--- src/rtl/scsi_fe_pkg.sv ---
package scsi_fe_pkg;
  localparam int REG_NUM = 16;
  localparam int IDX_W   = $clog2(REG_NUM);
  localparam int IDX_LSB = 2;
  localparam int LEN_W   = 16;

  localparam int IX_LEN_LO = 0;
  localparam int IX_LEN_HI = 1;
  localparam int IX_FIFO   = 2;
  localparam int IX_CMD    = 3;
  localparam int IX_STAT   = 4;
  localparam int IX_INT    = 5;
  localparam int IX_SEQ    = 6;
  localparam int IX_FLAGS  = 7;
  localparam int IX_CFG    = 8;
  localparam int IX_CFG_MK = 11;
  localparam int IX_REV    = 14;

  localparam logic [6:0] OP_NOP      = 7'h00;
  localparam logic [6:0] OP_FLUSH    = 7'h01;
  localparam logic [6:0] OP_CHIP_RST = 7'h02;
  localparam logic [6:0] OP_BUS_RST  = 7'h03;
  localparam logic [6:0] OP_XFER     = 7'h10;
  localparam logic [6:0] OP_CMPLT    = 7'h11;
  localparam logic [6:0] OP_MSG_ACC  = 7'h12;
  localparam logic [6:0] OP_SET_ATN  = 7'h1A;
  localparam logic [6:0] OP_SEL      = 7'h42;
  localparam logic [6:0] OP_SEL_STOP = 7'h43;

  localparam logic [7:0] INT_FUNC_DONE = 8'h08;
  localparam logic [7:0] INT_BUS_SVC   = 8'h10;
  localparam logic [7:0] INT_DISC      = 8'h20;
  localparam logic [7:0] INT_SCSI_RST  = 8'h80;
  localparam logic [7:0] INT_SEL_OK    = INT_BUS_SVC | INT_FUNC_DONE;

  localparam logic [7:0] ST_PEND  = 8'h80;
  localparam logic [7:0] ST_TC    = 8'h10;
  localparam logic [7:0] ST_CMPLT = ST_PEND | ST_TC | 8'h03;

  localparam logic [7:0] SEQ_IDLE = 8'h00;
  localparam logic [7:0] SEQ_CMDD = 8'h04;

  localparam logic [7:0] CFG_MASK = 8'h15;
  localparam logic [7:0] REV_CODE = 8'h04;

  typedef struct packed {
    logic       int_we;
    logic [7:0] int_val;
    logic       seq_we;
    logic [7:0] seq_val;
    logic       st_we;
    logic [7:0] st_val;
    logic       st_or_pend;
    logic       fifo_clr;
    logic       fifo_two;
    logic       irq_set;
    logic       soft_rst;
    logic       sel_req;
    logic       xfer_go;
  } cmd_act_t;

  function automatic bit reg_is_plain(int i);
    return (i == IX_LEN_LO) || (i == IX_LEN_HI) || (i == IX_CFG) || (i >= IX_CFG_MK);
  endfunction

  function automatic bit reg_is_writable(int i);
    return reg_is_plain(i) || (i == IX_FIFO) || (i == IX_CMD) || (i == IX_STAT);
  endfunction

  function automatic logic [REG_NUM-1:0] writable_mask();
    logic [REG_NUM-1:0] m;
    for (int i = 0; i < REG_NUM; i++) m[i] = reg_is_writable(i);
    return m;
  endfunction

  // opcodes that touch status, interrupt, sequence or irq
  function automatic bit op_has_effect(logic [6:0] op);
    return (op == OP_FLUSH) || (op == OP_CHIP_RST) || (op == OP_BUS_RST) ||
           (op == OP_XFER) || (op == OP_CMPLT) || (op == OP_MSG_ACC) ||
           (op == OP_SEL) || (op == OP_SEL_STOP);
  endfunction
endpackage

--- src/rtl/scsi_fe_addr_dec.sv ---
module scsi_fe_addr_dec
  import scsi_fe_pkg::*;
#(
  parameter int ADDR_W  = 6,
  parameter int ACK_IDX = IX_INT
) (
  input  logic [ADDR_W-1:0]  addr_i,
  input  logic               we_i,
  input  logic               re_i,
  output logic [IDX_W-1:0]   idx_o,
  output logic [REG_NUM-1:0] wr_hit_o,
  output logic               ack_o
);
  logic unused_addr_lsb;
  assign unused_addr_lsb = ^addr_i[IDX_LSB-1:0];
  assign idx_o = addr_i[IDX_LSB +: IDX_W];

  for (genvar g = 0; g < REG_NUM; g++) begin : g_hit
    assign wr_hit_o[g] = we_i && (idx_o == IDX_W'(g));
  end

  assign ack_o = re_i && (idx_o == IDX_W'(ACK_IDX));
endmodule

--- src/rtl/scsi_fe_cmd_dec.sv ---
module scsi_fe_cmd_dec
  import scsi_fe_pkg::*;
#(
  parameter int NUM_TARGETS = 4,
  parameter int TGT_W       = 3
) (
  input  logic             valid_i,
  input  logic [6:0]       op_i,
  input  logic             dma_i,
  input  logic             bus_rst_quiet_i,
  input  logic [TGT_W-1:0] target_i,
  input  logic             present_i,
  output cmd_act_t         act_o
);
  logic tgt_ok;
  assign tgt_ok = (int'(target_i) < NUM_TARGETS) && present_i;

  always_comb begin
    act_o = '0;
    if (valid_i) begin
      case (op_i)
        OP_FLUSH: begin
          act_o.int_we   = 1'b1;
          act_o.int_val  = INT_FUNC_DONE;
          act_o.seq_we   = 1'b1;
          act_o.seq_val  = SEQ_IDLE;
          act_o.fifo_clr = 1'b1;
        end
        OP_CHIP_RST: act_o.soft_rst = 1'b1;
        OP_BUS_RST: begin
          act_o.int_we  = 1'b1;
          act_o.int_val = INT_SCSI_RST;
          act_o.irq_set = !bus_rst_quiet_i;
        end
        OP_XFER: begin
          act_o.xfer_go = 1'b1;
          act_o.irq_set = 1'b1;
          if (dma_i) begin
            act_o.int_we   = 1'b1;
            act_o.int_val  = INT_BUS_SVC;
            act_o.seq_we   = 1'b1;
            act_o.seq_val  = SEQ_IDLE;
            act_o.fifo_clr = 1'b1;
          end
        end
        OP_CMPLT, OP_MSG_ACC: begin
          act_o.irq_set = 1'b1;
          if (dma_i) begin
            act_o.st_we   = 1'b1;
            act_o.st_val  = ST_CMPLT;
            act_o.int_we  = 1'b1;
            act_o.int_val = INT_SEL_OK;
            act_o.seq_we  = 1'b1;
            act_o.seq_val = SEQ_CMDD;
          end else begin
            act_o.fifo_two = 1'b1;
          end
          if (op_i == OP_MSG_ACC) begin
            act_o.int_we  = 1'b1;
            act_o.int_val = INT_DISC;
            act_o.seq_we  = 1'b1;
            act_o.seq_val = SEQ_IDLE;
          end
        end
        OP_SEL, OP_SEL_STOP: begin
          act_o.sel_req  = 1'b1;
          act_o.fifo_clr = 1'b1;
          act_o.irq_set  = 1'b1;
          act_o.int_we   = 1'b1;
          act_o.seq_we   = 1'b1;
          if (tgt_ok) begin
            act_o.st_or_pend = 1'b1;
            act_o.int_val    = INT_SEL_OK;
            act_o.seq_val    = SEQ_CMDD;
          end else begin
            act_o.st_we   = 1'b1;
            act_o.st_val  = ST_PEND;
            act_o.int_val = INT_DISC;
            act_o.seq_val = SEQ_IDLE;
          end
        end
        default: ;
      endcase
    end
  end
endmodule

--- src/rtl/scsi_fe_irq.sv ---
module scsi_fe_irq (
  input  logic clk_i,
  input  logic rst_ni,
  input  logic set_i,
  input  logic clr_i,
  output logic irq_o
);
  always_ff @(posedge clk_i or negedge rst_ni) begin
    if (!rst_ni)    irq_o <= 1'b0;
    else if (clr_i) irq_o <= 1'b0;
    else if (set_i) irq_o <= 1'b1;
  end

  a_r11_clear_wins: assert property (@(posedge clk_i) disable iff (!rst_ni)
    clr_i |=> !irq_o);
  a_r11_set_raises: assert property (@(posedge clk_i) disable iff (!rst_ni)
    (set_i && !clr_i) |=> irq_o);
endmodule

--- src/rtl/scsi_cmd_frontend.sv ---
module scsi_cmd_frontend
  import scsi_fe_pkg::*;
#(
  parameter int ADDR_W      = 6,
  parameter int NUM_TARGETS = 4,
  parameter int TGT_W       = 3,
  parameter int FIFO_DEPTH  = 16
) (
  input  logic             clk_i,
  input  logic             rst_ni,
  input  logic [ADDR_W-1:0] addr_i,
  input  logic [7:0]       wdata_i,
  input  logic             we_i,
  input  logic             re_i,
  output logic [7:0]       rdata_o,
  output logic             irq_o,
  output logic             dma_mode_o,
  output logic             sel_req_o,
  output logic [TGT_W-1:0] sel_target_o,
  input  logic             sel_present_i,
  output logic             xfer_start_o,
  output logic [LEN_W:0]   xfer_len_o
);
  localparam int CNT_W = $clog2(FIFO_DEPTH + 1);
  localparam logic [REG_NUM-1:0] WR_MASK = writable_mask();

  logic [IDX_W-1:0]   idx;
  logic [REG_NUM-1:0] wr_hit;
  logic               ack;
  logic               cmd_wr;
  cmd_act_t           act;

  logic [7:0]       plain_q [REG_NUM];
  logic [7:0]       cmd_q, st_q, int_q, seq_q, st_d;
  logic [TGT_W-1:0] dest_q;
  logic [CNT_W-1:0] cnt_q;

  logic unused_ro_hits;
  assign unused_ro_hits = ^(wr_hit & ~WR_MASK);

  scsi_fe_addr_dec #(.ADDR_W(ADDR_W), .ACK_IDX(IX_INT)) u_addr_dec (
    .addr_i  (addr_i),
    .we_i    (we_i),
    .re_i    (re_i),
    .idx_o   (idx),
    .wr_hit_o(wr_hit),
    .ack_o   (ack)
  );

  assign cmd_wr = wr_hit[IX_CMD];

  scsi_fe_cmd_dec #(.NUM_TARGETS(NUM_TARGETS), .TGT_W(TGT_W)) u_cmd_dec (
    .valid_i        (cmd_wr),
    .op_i           (wdata_i[6:0]),
    .dma_i          (wdata_i[7]),
    .bus_rst_quiet_i(plain_q[IX_CFG][6]),
    .target_i       (dest_q),
    .present_i      (sel_present_i),
    .act_o          (act)
  );

  scsi_fe_irq u_irq (
    .clk_i (clk_i),
    .rst_ni(rst_ni),
    .set_i (act.irq_set),
    .clr_i (ack || act.soft_rst),
    .irq_o (irq_o)
  );

  // plain storage registers, with per-index reset value and write mask
  for (genvar g = 0; g < REG_NUM; g++) begin : g_reg
    if (reg_is_plain(g)) begin : g_store
      localparam logic [7:0] RST = (g == IX_REV)    ? REV_CODE : 8'h00;
      localparam logic [7:0] MSK = (g == IX_CFG_MK) ? CFG_MASK : 8'hFF;
      logic [7:0] q;
      always_ff @(posedge clk_i or negedge rst_ni) begin
        if (!rst_ni)           q <= RST;
        else if (act.soft_rst) q <= RST;
        else if (wr_hit[g])    q <= wdata_i & MSK;
      end
      assign plain_q[g] = q;
    end else begin : g_none
      assign plain_q[g] = 8'h00;
    end
  end

  always_comb begin
    st_d = st_q;
    if (act.st_we)      st_d = act.st_val;
    if (act.st_or_pend) st_d = st_d | ST_PEND;
    if (ack)            st_d = st_d & ST_TC;
  end

  always_ff @(posedge clk_i or negedge rst_ni) begin
    if (!rst_ni) begin
      cmd_q  <= '0;
      st_q   <= '0;
      int_q  <= '0;
      seq_q  <= '0;
      dest_q <= '0;
      cnt_q  <= '0;
    end else if (act.soft_rst) begin
      cmd_q  <= '0;
      st_q   <= '0;
      int_q  <= '0;
      seq_q  <= '0;
      dest_q <= '0;
      cnt_q  <= '0;
    end else begin
      if (cmd_wr)          cmd_q  <= wdata_i;
      if (wr_hit[IX_STAT]) dest_q <= wdata_i[TGT_W-1:0];
      st_q <= st_d;
      if (act.int_we) int_q <= act.int_val;
      if (act.seq_we) seq_q <= act.seq_val;
      if (act.fifo_clr)      cnt_q <= '0;
      else if (act.fifo_two) cnt_q <= CNT_W'(2);
      else if (wr_hit[IX_FIFO] && (cnt_q < CNT_W'(FIFO_DEPTH)))
        cnt_q <= cnt_q + 1'b1;
    end
  end

  always_comb begin
    case (int'(idx))
      IX_FIFO:  rdata_o = 8'h00;
      IX_CMD:   rdata_o = cmd_q;
      IX_STAT:  rdata_o = st_q;
      IX_INT:   rdata_o = int_q;
      IX_SEQ:   rdata_o = seq_q;
      IX_FLAGS: rdata_o = 8'(cnt_q);
      default:  rdata_o = plain_q[idx];
    endcase
  end

  assign dma_mode_o   = cmd_q[7];
  assign sel_req_o    = act.sel_req;
  assign sel_target_o = dest_q;
  assign xfer_start_o = act.xfer_go;
  assign xfer_len_o   = ({plain_q[IX_LEN_HI], plain_q[IX_LEN_LO]} == '0) ?
                        (LEN_W+1)'(1) << LEN_W :
                        {1'b0, plain_q[IX_LEN_HI], plain_q[IX_LEN_LO]};

  a_r3_chip_rst_clears: assert property (@(posedge clk_i) disable iff (!rst_ni)
    (cmd_wr && wdata_i[6:0] == OP_CHIP_RST) |=>
      (st_q == 8'h00 && int_q == 8'h00 && !irq_o && plain_q[IX_REV] == REV_CODE));
  a_r4_flush_codes: assert property (@(posedge clk_i) disable iff (!rst_ni)
    (cmd_wr && wdata_i[6:0] == OP_FLUSH) |=> (int_q == INT_FUNC_DONE && seq_q == SEQ_IDLE));
  a_r5_bus_rst_quiet: assert property (@(posedge clk_i) disable iff (!rst_ni)
    (cmd_wr && wdata_i[6:0] == OP_BUS_RST && plain_q[IX_CFG][6] && !irq_o) |=> !irq_o);
  a_r6_sel_reject: assert property (@(posedge clk_i) disable iff (!rst_ni)
    (sel_req_o && (int'(sel_target_o) >= NUM_TARGETS || !sel_present_i)) |=>
      (st_q == ST_PEND && int_q == INT_DISC && seq_q == SEQ_IDLE && irq_o));
  a_r7_sel_on_write: assert property (@(posedge clk_i) disable iff (!rst_ni)
    sel_req_o |-> (we_i && !re_i));
  a_r8_len_nonzero: assert property (@(posedge clk_i) disable iff (!rst_ni)
    xfer_start_o |-> (xfer_len_o != '0));
  a_r11_ack_keeps_tc: assert property (@(posedge clk_i) disable iff (!rst_ni)
    (ack && !cmd_wr) |=> ((st_q & ~ST_TC) == 8'h00));
  a_r12_inert_op: assert property (@(posedge clk_i) disable iff (!rst_ni)
    (cmd_wr && !op_has_effect(wdata_i[6:0])) |=>
      ($stable(st_q) && $stable(int_q) && $stable(seq_q) && $stable(irq_o)));
  a_r13_fifo_bound: assert property (@(posedge clk_i) disable iff (!rst_ni)
    cnt_q <= CNT_W'(FIFO_DEPTH));
endmodule

--- config.mk ---
export PLATFORM = sky130hd
export DESIGN_NAME = scsi_cmd_frontend
export DESIGN_NICKNAME = d
export VERILOG_FILES = /design/src/rtl/scsi_fe_pkg.sv /design/src/rtl/scsi_fe_addr_dec.sv /design/src/rtl/scsi_fe_cmd_dec.sv /design/src/rtl/scsi_fe_irq.sv /design/src/rtl/scsi_cmd_frontend.sv
export SDC_FILE = /design/constraint.sdc
export NUM_CORES = 1
export LEC_CHECK = 0
export ABC_AREA = 1
export ABC_CLOCK_PERIOD_IN_PS = 1400
export BUFFER_PORTS_ARGS = -buffer_cell sky130_fd_sc_hd__buf_2
export CAP_MARGIN = 20
export CORE_AREA = 2 2 91 93
export CTS_BUF_LIST = sky130_fd_sc_hd__clkbuf_16
export DETAILED_ROUTE_END_ITERATION = 8
export DIE_AREA = 0 0 93 95
export PLACE_DENSITY = 0.85
export SYNTH_ARGS = -nofsm -noshare
export SYNTH_HDL_FRONTEND = slang
export SYNTH_SLANG_ARGS = --single-unit
--- constraint.sdc ---
create_clock -name clk_i -period 1.4 [get_ports clk_i]
set_input_delay 0.21 -clock clk_i [delete_from_list [all_inputs] [get_ports clk_i]]
set_output_delay 0.21 -clock clk_i [all_outputs]
set_load 0.02 [all_outputs]
Word level (Yosys, flattened, before mapping)
Cells that the tools add are included.
- flip-flop bits (word level): 105
- word-level logic and storage cells: 138
- add/subtract/negate cells: 1
- magnitude comparators: 3
- equality and inequality tests: 21
- multiplexer cells: 59
- bitwise logic cells: 1
- reduce and logical (&&, ||, !) cells: 37
- operators by type and width (kind ; count):
    $mux 8 ; 28
    $pmux 8 s6 ; 1
    $pmux 9 s5 ; 1
    $mux 18 ; 2
    $pmux 9 s4 ; 1
    $mux 34 ; 1
    $bmux 8 s4 ; 1
    $mux 27 ; 1
    $reduce_bool 2->1 ; 13
    $eq 4x4->1 const B ; 6
    $eq 7x5->1 const B ; 3
    $mux 5 ; 4
    $pmux 9 s2 ; 1
    $mux 17 ; 1
    $eq 4x3->1 const B ; 4
    $logic_not 16->1 ; 1
    $eq 7x2->1 const B ; 2
    $eq 7x7->1 const B ; 2
    $logic_and 1x1->1 ; 14
    $mux 1 ; 10
    $mux 3 ; 3
    $mux 9 ; 1
    $eq 4x2->1 const B ; 2
    $reduce_bool 4->1 ; 2
    15 further kinds ; 17

Longest topological paths before layout
Gate-level depths: netlist of run 1.
- depth in word-level cells: 9
- gate-level depth with buffers: 11
- gate-level depth less buffers: 10

Cells and area by module
From an unflattened synthesis of run 1, not the netlist that was laid out.
- cells, all modules: 745
- area, all modules: 5440.2 um2
- modules (own cells, without submodules) (module ; instances ; cells an instance ; area an instance (um2) ; sequential area each (um2)):
    scsi_cmd_frontend ; 1 ; 615 ; 4767.1 ; 2478.6
    scsi_fe_cmd_dec ; 1 ; 93 ; 491.7 ; 0.0
    scsi_fe_addr_dec ; 1 ; 34 ; 148.9 ; 0.0
    scsi_fe_irq ; 1 ; 3 ; 32.5 ; 25.0

Least setup slack after synthesis of run 1
Ideal clock, no wire load.
- path kind: register to output
- from: register g_reg[0].g_store.q[3]
- to: output port xfer_len_o[16]
- arrival time: 1247 ps
- slack: -57 ps
- cell stages (with the launch flop): 4
- buffers on the path: 0
- cells stage by stage: dfrtp_1 inv_1 nand4_1 nor4_1
- longest elaborated chain between the ends: 2
- ends and longest elaborated chain (element ; line ; text):
    start, declared ; scsi_cmd_frontend.sv:75 ; logic [7:0] q;
    start signal, assigned ; scsi_cmd_frontend.sv:79 ; else if (wr_hit[g]) q <= wdata_i & MSK;
    $logic_not 16->1 ; scsi_cmd_frontend.sv:138 ; assign xfer_len_o = ({plain_q[IX_LEN_HI], plain_q[IX_LEN_LO]} == '0) ?
    $mux 17 ; scsi_cmd_frontend.sv:138 ;
    end, declared ; scsi_cmd_frontend.sv:22 ; output logic [LEN_W:0] xfer_len_o
Every way passes these cells.

Final worst setup path of run 1
- from: register g_reg[12].g_store.q[3]
- to: output port rdata_o[3]
- longest elaborated chain between the ends: 4
- ends and longest elaborated chain (element ; line ; text):
    start, declared ; scsi_cmd_frontend.sv:75 ;
    start signal, assigned ; scsi_cmd_frontend.sv:79 ;
    $bmux 8 s4 ; scsi_cmd_frontend.sv:130 ; default: rdata_o = plain_q[idx];
    $mux 8 (implied by the code) (2 in series) ; scsi_cmd_frontend.sv:130 ;
    $pmux 8 s6 ; scsi_cmd_frontend.sv:123 ; case (int'(idx))
    end, declared ; scsi_cmd_frontend.sv:15 ; output logic [7:0] rdata_o,
Every way passes these cells. The select of a mux whose other input is x is not followed.

==> reports/metrics.yaml, run 1 <==
htreeDepth: 3
viasPerCell: 6.06
synth_cells: 559
place_hpwl_um: 9620
arrival_ns: 1.50
crit_path_start: "g_reg[12].g_store.q[3]$_DFFE_PN0P_"
failed_checks: "setup timing"
power.leakage_uw: 0.00309
clk_pin_slew_worst_paths_ns: 0.06
vias: 4841
cp.required_ns: 1.19
ys_types: 41
io_buffers: 48
post_dp_cell_area_um2: 5330
grt_pass1_vias: 4500
worst_pin_slew_ns: 0.407
num_io_pins: 51
hold_path.startpoint: "wdata_i[6]"
die_h_um: 95
grt_antenna_before_repair: 0
grtUsageTotal_pct: 32.5
yosys_warnings: 0
grt_max_degree: 45
root_buffer: "clkbuf_16"
dp_cells: 753
grt_pass1_wl_um: 21900
min_period_ns: 1.71
maxCapViolCount: 0
endpoint_kind: "primary output"
p_per_area_nw_per_um2: 1270
status: "finished with violations"
n_antenna_cell: 0
timing.final.crit_share_pct: 122
final-setup-viol-count: 82
finish.utilization_pct: 80.8
hold_viol: 0
synth_fp_nets: 579
setup_ws_ns: -0.308
clock_latency_ns: 0.34
wire_per_inst_um: 19.8
startpoint_type: "flip-flop"
reg2reg_from: "cnt_q[4]$_DFFE_PN0P_"
worstSetupEndpoint: "rdata_o[3]"
cts_sinks: 84
reg2reg_depth: 5
fill_cells: 429
final_nets: 709
pre_cts_slack_ns: -0.267
skew_ns: 0.00359
fin_area_um2: 6410
r2r_end: "cnt_q[3]$_DFFE_PN0P_"
drive_gt1_share_pct: 43.8
die_area_um2: 8840
ir_worst_vdd_v: 0.00101
finalWirelength_um: 15800
dr.pass1.iters: 6
cts_tree: "built"
drt_iter0_markers: 492
core_area_um2: 7930
std_cell_rows: 33
finalNonFillerCells: 799
timing.slew.headroom_pct: 72.6
crit_type: "reg2out"
areaGrowthSynthToFinish_pct: 42.8
hold_path_depth: 3
cts_buffer_depth: 2
ys_ff_latch: 84
critical_path.max_fanout: 2
numCtsBuffers: 9
ant_nets: 0
gr-total-overflow: 0
gp_congestion: 0.993
seq_area_frac_synth_pct: 46.9
syn_avg_cell_area_um2: 8.02
start_util_pct: 56.6
syn_area_um2: 4490
rsz0062_at_grt: "yes"
fmax_ghz: 0.585
die_w_um: 93
r2r_setup_slack_ns: 0
total_power_uw: 8110
slew_viol_final: 0
drc: 0
hold_class: "in2reg"
[cells by family (layout without fill, tap and decap cells)]
kind of cell,count (synthesis),in the layout,share of synthesized area [%]
and+or+nand+nor,205,205,21.8
AOI/OAI and AO/OA,142,142,18.5
buffers and inverters,125,260,12.1
DFF,84,84,46.9
xor gates and xnor gates,2,2,0.391
adders and majority gates,1,1,0.279
[what timing repair did]
item / 4_1_cts / 5_1_grt
hold endpoints to repair: 16 / 0
setup endpoints to repair: 11 / 16
resized for setup: 52 / 128
setup buffers: 10 / 20
hold buffers: 1 / 0
pin swaps: 20 / 38
[how the worst min path moves through the flow]
stage,end,slack (ns)
finish,cmd_q[6]$_DFFE_PN0P_,0.21
global route,cmd_q[6]$_DFFE_PN0P_,0.24
CTS,cmd_q[6]$_DFFE_PN0P_,0.20
detailed placement,sel_target_o[1]$_DFFE_PN0P_,0.11
global placement,sel_target_o[1]$_DFFE_PN0P_,0.11
floorplan,cmd_q[0]$_DFFE_PN0P_,-0.09
[worst max-delay path: stages (launching register included)]
cell     delay [ns]
dfrtp_1        0.38
inv_1          0.10
o22ai_1        0.10
nor2_1         0.11
nor2_1         0.06
a21oi_2        0.15
nand3_2        0.11
buf_6          0.15
[layer usage]
metal | GRT usage [%] | vias up | part of all wire (%)
met5 | 0 | - | 0
met1 | 39.7 | 2280 | 37
met3 | 6.23 | 112 | 9.6
li1 | - | 2079 | -
met4 | 18.3 | 0 | 6.2
met2 | 54.3 | 370 | 47
[power by group]
part	internal (µW)	switching [µW]	total, µW
Sequential	2980	335	3310
Combinational	925	1450	2370
Clock	1390	1040	2430
Total	5290	2820	8110
[sequential cells by signal (all words and copies together), names as in the netlist]
name / flops
st_q: 3
cmd_q: 8
sel_target_o: 3
g.g_store.q: 59
cnt_q: 5
seq_q: 1
int_q: 4
u_irq.irq_o: 1
[synth_stat cells (all sizes together)]
library cell / number / area, µm²
nor2: 30 / 146
a31oi: 2 / 12.5
a211oi: 2 / 15.0
nand3b: 2 / 15.0
o211ai: 3 / 22.5
nand3: 22 / 135
o211a: 1 / 10.0
a21boi: 2 / 15.0
o22ai: 24 / 150
ha: 1 / 12.5
nor3: 4 / 36.3
o21bai: 1 / 7.51
a21oi: 18 / 90.1
buf: 17 / 134
xor2: 2 / 17.5
dfstp: 1 / 26.3
inv: 90 / 338
nand4: 12 / 75.1
dfrtp: 83 / 2080
o21ai: 85 / 474
o2111ai: 3 / 26.3
a22oi: 1 / 7.51
clkinv: 1 / 8.76
or2: 1 / 6.26
nand2: 132 / 551
nor4: 2 / 12.5
clkbuf: 17 / 63.8
[area by class of cell]
type	instances	area (µm²)	share of cell area, %
clock buffers	9	225	3.52
inverters	91	360	5.63
multi-input cells	350	2230	34.8
flip-flops and latches	84	2100	32.8
repair buffers	153	1280	19.9
clock inverters	7	76.3	1.19
well taps	105	131	2.05
[through the flow]
stage	setup TNS (ns)	hold slack, ns
after floorplan	0	-0.0856
after global placement	-7.84	0.110
after detailed placement	-10.83	0.112
after CTS	-1.81	0.202
after global routing	-12.04	0.242
final	-7.66	0.206
[layout by cell type, fill, tap and decap left out, types with 4 or more instances in the layout]
master / n
nand2_1: 107
buf_4: 88
dfrtp_1: 83
inv_1: 55
o21ai_0: 48
buf_2: 32
inv_2: 31
o21ai_1: 20
buf_6: 19
nor2_1: 17
o21ai_2: 16
o22ai_2: 15
nand3_1: 13
nand2_2: 12
nand4_1: 12
nand2_4: 10
o22ai_1: 9
a21oi_2: 9
a21oi_1: 9
clkbuf_16: 9
buf_12: 9
nor2_4: 6
nor2_2: 6
nand3_4: 5
nand3_2: 4
No activity file was read; power rests on OpenSTA's default activity.
==> inputs of run 2 (changes only) <==
==> constraint.sdc (replaced) <==
create_clock -name clk_i -period 1.4 [get_ports clk_i]
set_input_delay 0.28 -clock clk_i [delete_from_list [all_inputs] [get_ports clk_i]]
set_output_delay 0.28 -clock clk_i [all_outputs]
set_load 0.02 [all_outputs]
==> reports/metrics.yaml, run 2 (synthesis gave the netlist of run 1 again) <==
status: "finished with violations"
failed_checks: "setup timing"
num_io_pins: 51
crit_type: "reg2out"
min_period_ns: 1.90
hold_path_depth: 3
drt_iter0_markers: 579
place_hpwl_um: 9420
grt_pass1_vias: 4939
power.leakage_uw: 0.00306
arrival_ns: 1.62
n_antenna_cell: 0
hold_path.startpoint: "wdata_i[6]"
finalWirelength_um: 17100
gp_congestion: 0.999
slew_viol_final: 0
grt.busiest_layer: "met2"
startpoint_type: "flip-flop"
core_area_um2: 7930
cts_tree: "built"
ir_worst_vdd_v: 0.000754
io_buffers: 48
timing.final.crit_share_pct: 136
htreeDepth: 3
largest_register_ffs: 59
dp_cells: 744
start_util_pct: 56.6
finish.utilization_pct: 80.3
timing.slew.headroom_pct: 71.5
endpoint_kind: "primary output"
worst_pin_slew_ns: 0.427
final_cell_mix: "nand2_1, buf_4, dfrtp_1"
drc: 0
maxCapViolCount: 0
combPwrFrac_pct: 29.7
final_nets: 703
grt_pass1_wl_um: 25200
grt_max_degree: 32
reg2reg_depth: 6
wire_per_inst_um: 21.6
switchingPower_uw: 2790
grt_use_met1_pct: 44.7
layout_commonest_cell: "nand2_1"
die_w_um: 93
hold_viol: 0
numCtsBuffers: 9
drive_gt1_share_pct: 41.5
ant_nets: 0
power_frac_seq_pct: 40.0
die_h_um: 95
setup_ws_ns: -0.499
cts_buffer_depth: 2
grt_use_met2_pct: 62.7
std_cell_rows: 33
reg_top3: "g.g_store.q: 59 flops, cmd_q: 8 flops, cnt_q: 5 flops"
clock_latency_ns: 0.34
grtUsageTotal_pct: 37.4
gr-total-overflow: 0
grt_antenna_before_repair: 0
hold_class: "in2reg"
rsz0062_at_grt: "yes"
regMostFlops: "g.g_store.q"
root_buffer: "clkbuf_16"
fmax_ghz: 0.526
clk_pin_slew_worst_paths_ns: 0.06
r2r_setup_slack_ns: 0.08
cp.required_ns: 1.12
whs_ns: 0.338
areaGrowthSynthToFinish_pct: 41.9
reg2reg_from: "cnt_q[4]$_DFFE_PN0P_"
final-setup-viol-count: 15
p_sw_share_pct: 33.8
die_area_um2: 8840
met3_usage_pct: 7.42
total_power_uw: 8260
viasPerCell: 6.36
finalNonFillerCells: 791
p_per_area_nw_per_um2: 1300
vias: 5029
dr.pass1.iters: 6
cts_sinks: 84
skew_ns: 0.00509
p_int_uw: 5470
min_delay_worst_endpoint: "cmd_q[6]$_DFFE_PN0P_"
p_clk_share_pct: 30.3
critical_path.max_fanout: 2
r2r_end: "cnt_q[4]$_DFFE_PN0P_"
[run 2: metal layers]
metal  part of all wire [%]  wire length (µm)  vias to the layer above
li1                       -                 -                     2066
met1                     34              5760                     2311
met2                     46              7870                      494
met3                     12              2100                      158
met4                    8.1              1390                        0
met5                      0                 0                        -
[run 2: area by class of cell]
| type | instances | area (µm²) |
|---|---|---|
| Fill cell | 416 | 1560 |
| Tap cell | 105 | 131 |
| Clock buffer | 9 | 225 |
| Multi-Input combinational cell | 350 | 2190 |
| Clock inverter | 5 | 78.8 |
| Sequential cell | 84 | 2100 |
| Inverter | 91 | 374 |
| Timing Repair Buffer | 147 | 1260 |
[run 2: power by group through the flow]
| stage | combinational (µW) | sequential, µW | clock, µW |
|---|---|---|---|
| final | 2450 | 3300 | 2500 |
| after global routing | 2600 | 3340 | 2630 |
| after CTS | 2170 | 3240 | 2460 |
| after detailed placement | 1780 | 3260 | 0 |
| after global placement | 1720 | 3230 | 0 |
| after floorplan | 1160 | 3220 | 0 |
[run 2: per-stage QoR]
stage	setup TNS, ns	setup slack (ns)	instance area (µm²)
floorplan	-0.115	-0.104	4530
global placement	-11.58	-0.325	5290
detailed placement	-13.11	-0.364	5290
CTS	-2.22	-0.319	6170
global route	-3.97	-0.521	6360
finish	-3.32	-0.499	6360
[run 2: what timing repair did]
action                     CTS  global route
hold buffers                 1             0
setup endpoints to repair   11            43
pin swaps                   34            30
hold endpoints to repair    26             0
buffers inserted            27             5
cloned                       2             0
resized for setup          111            54
[run 2: critical path: stages (launching register included)]
cell and delay [ns]:
dfrtp_1 0.39, inv_2 0.06, o22ai_1 0.07, nor2_1 0.12
nor2_1 0.05, a21oi_1 0.22, nand3_1 0.19, buf_6 0.17
[run 2: worst max path at each step]
stage	slack, ns	depth (start not counted)	start	end
after floorplan	-0.10	6	addr_i[5]	xfer_start_o
after global placement	-0.32	9	addr_i[4]	rdata_o[0]
after detailed placement	-0.36	10	addr_i[2]	rdata_o[1]
after CTS	-0.32	7	g_reg[13].g_store.q[3]$_DFFE_PN0P_	rdata_o[3]
after global routing	-0.52	7	g_reg[13].g_store.q[3]$_DFFE_PN0P_	rdata_o[3]
final	-0.50	7	g_reg[13].g_store.q[3]$_DFFE_PN0P_	rdata_o[3]
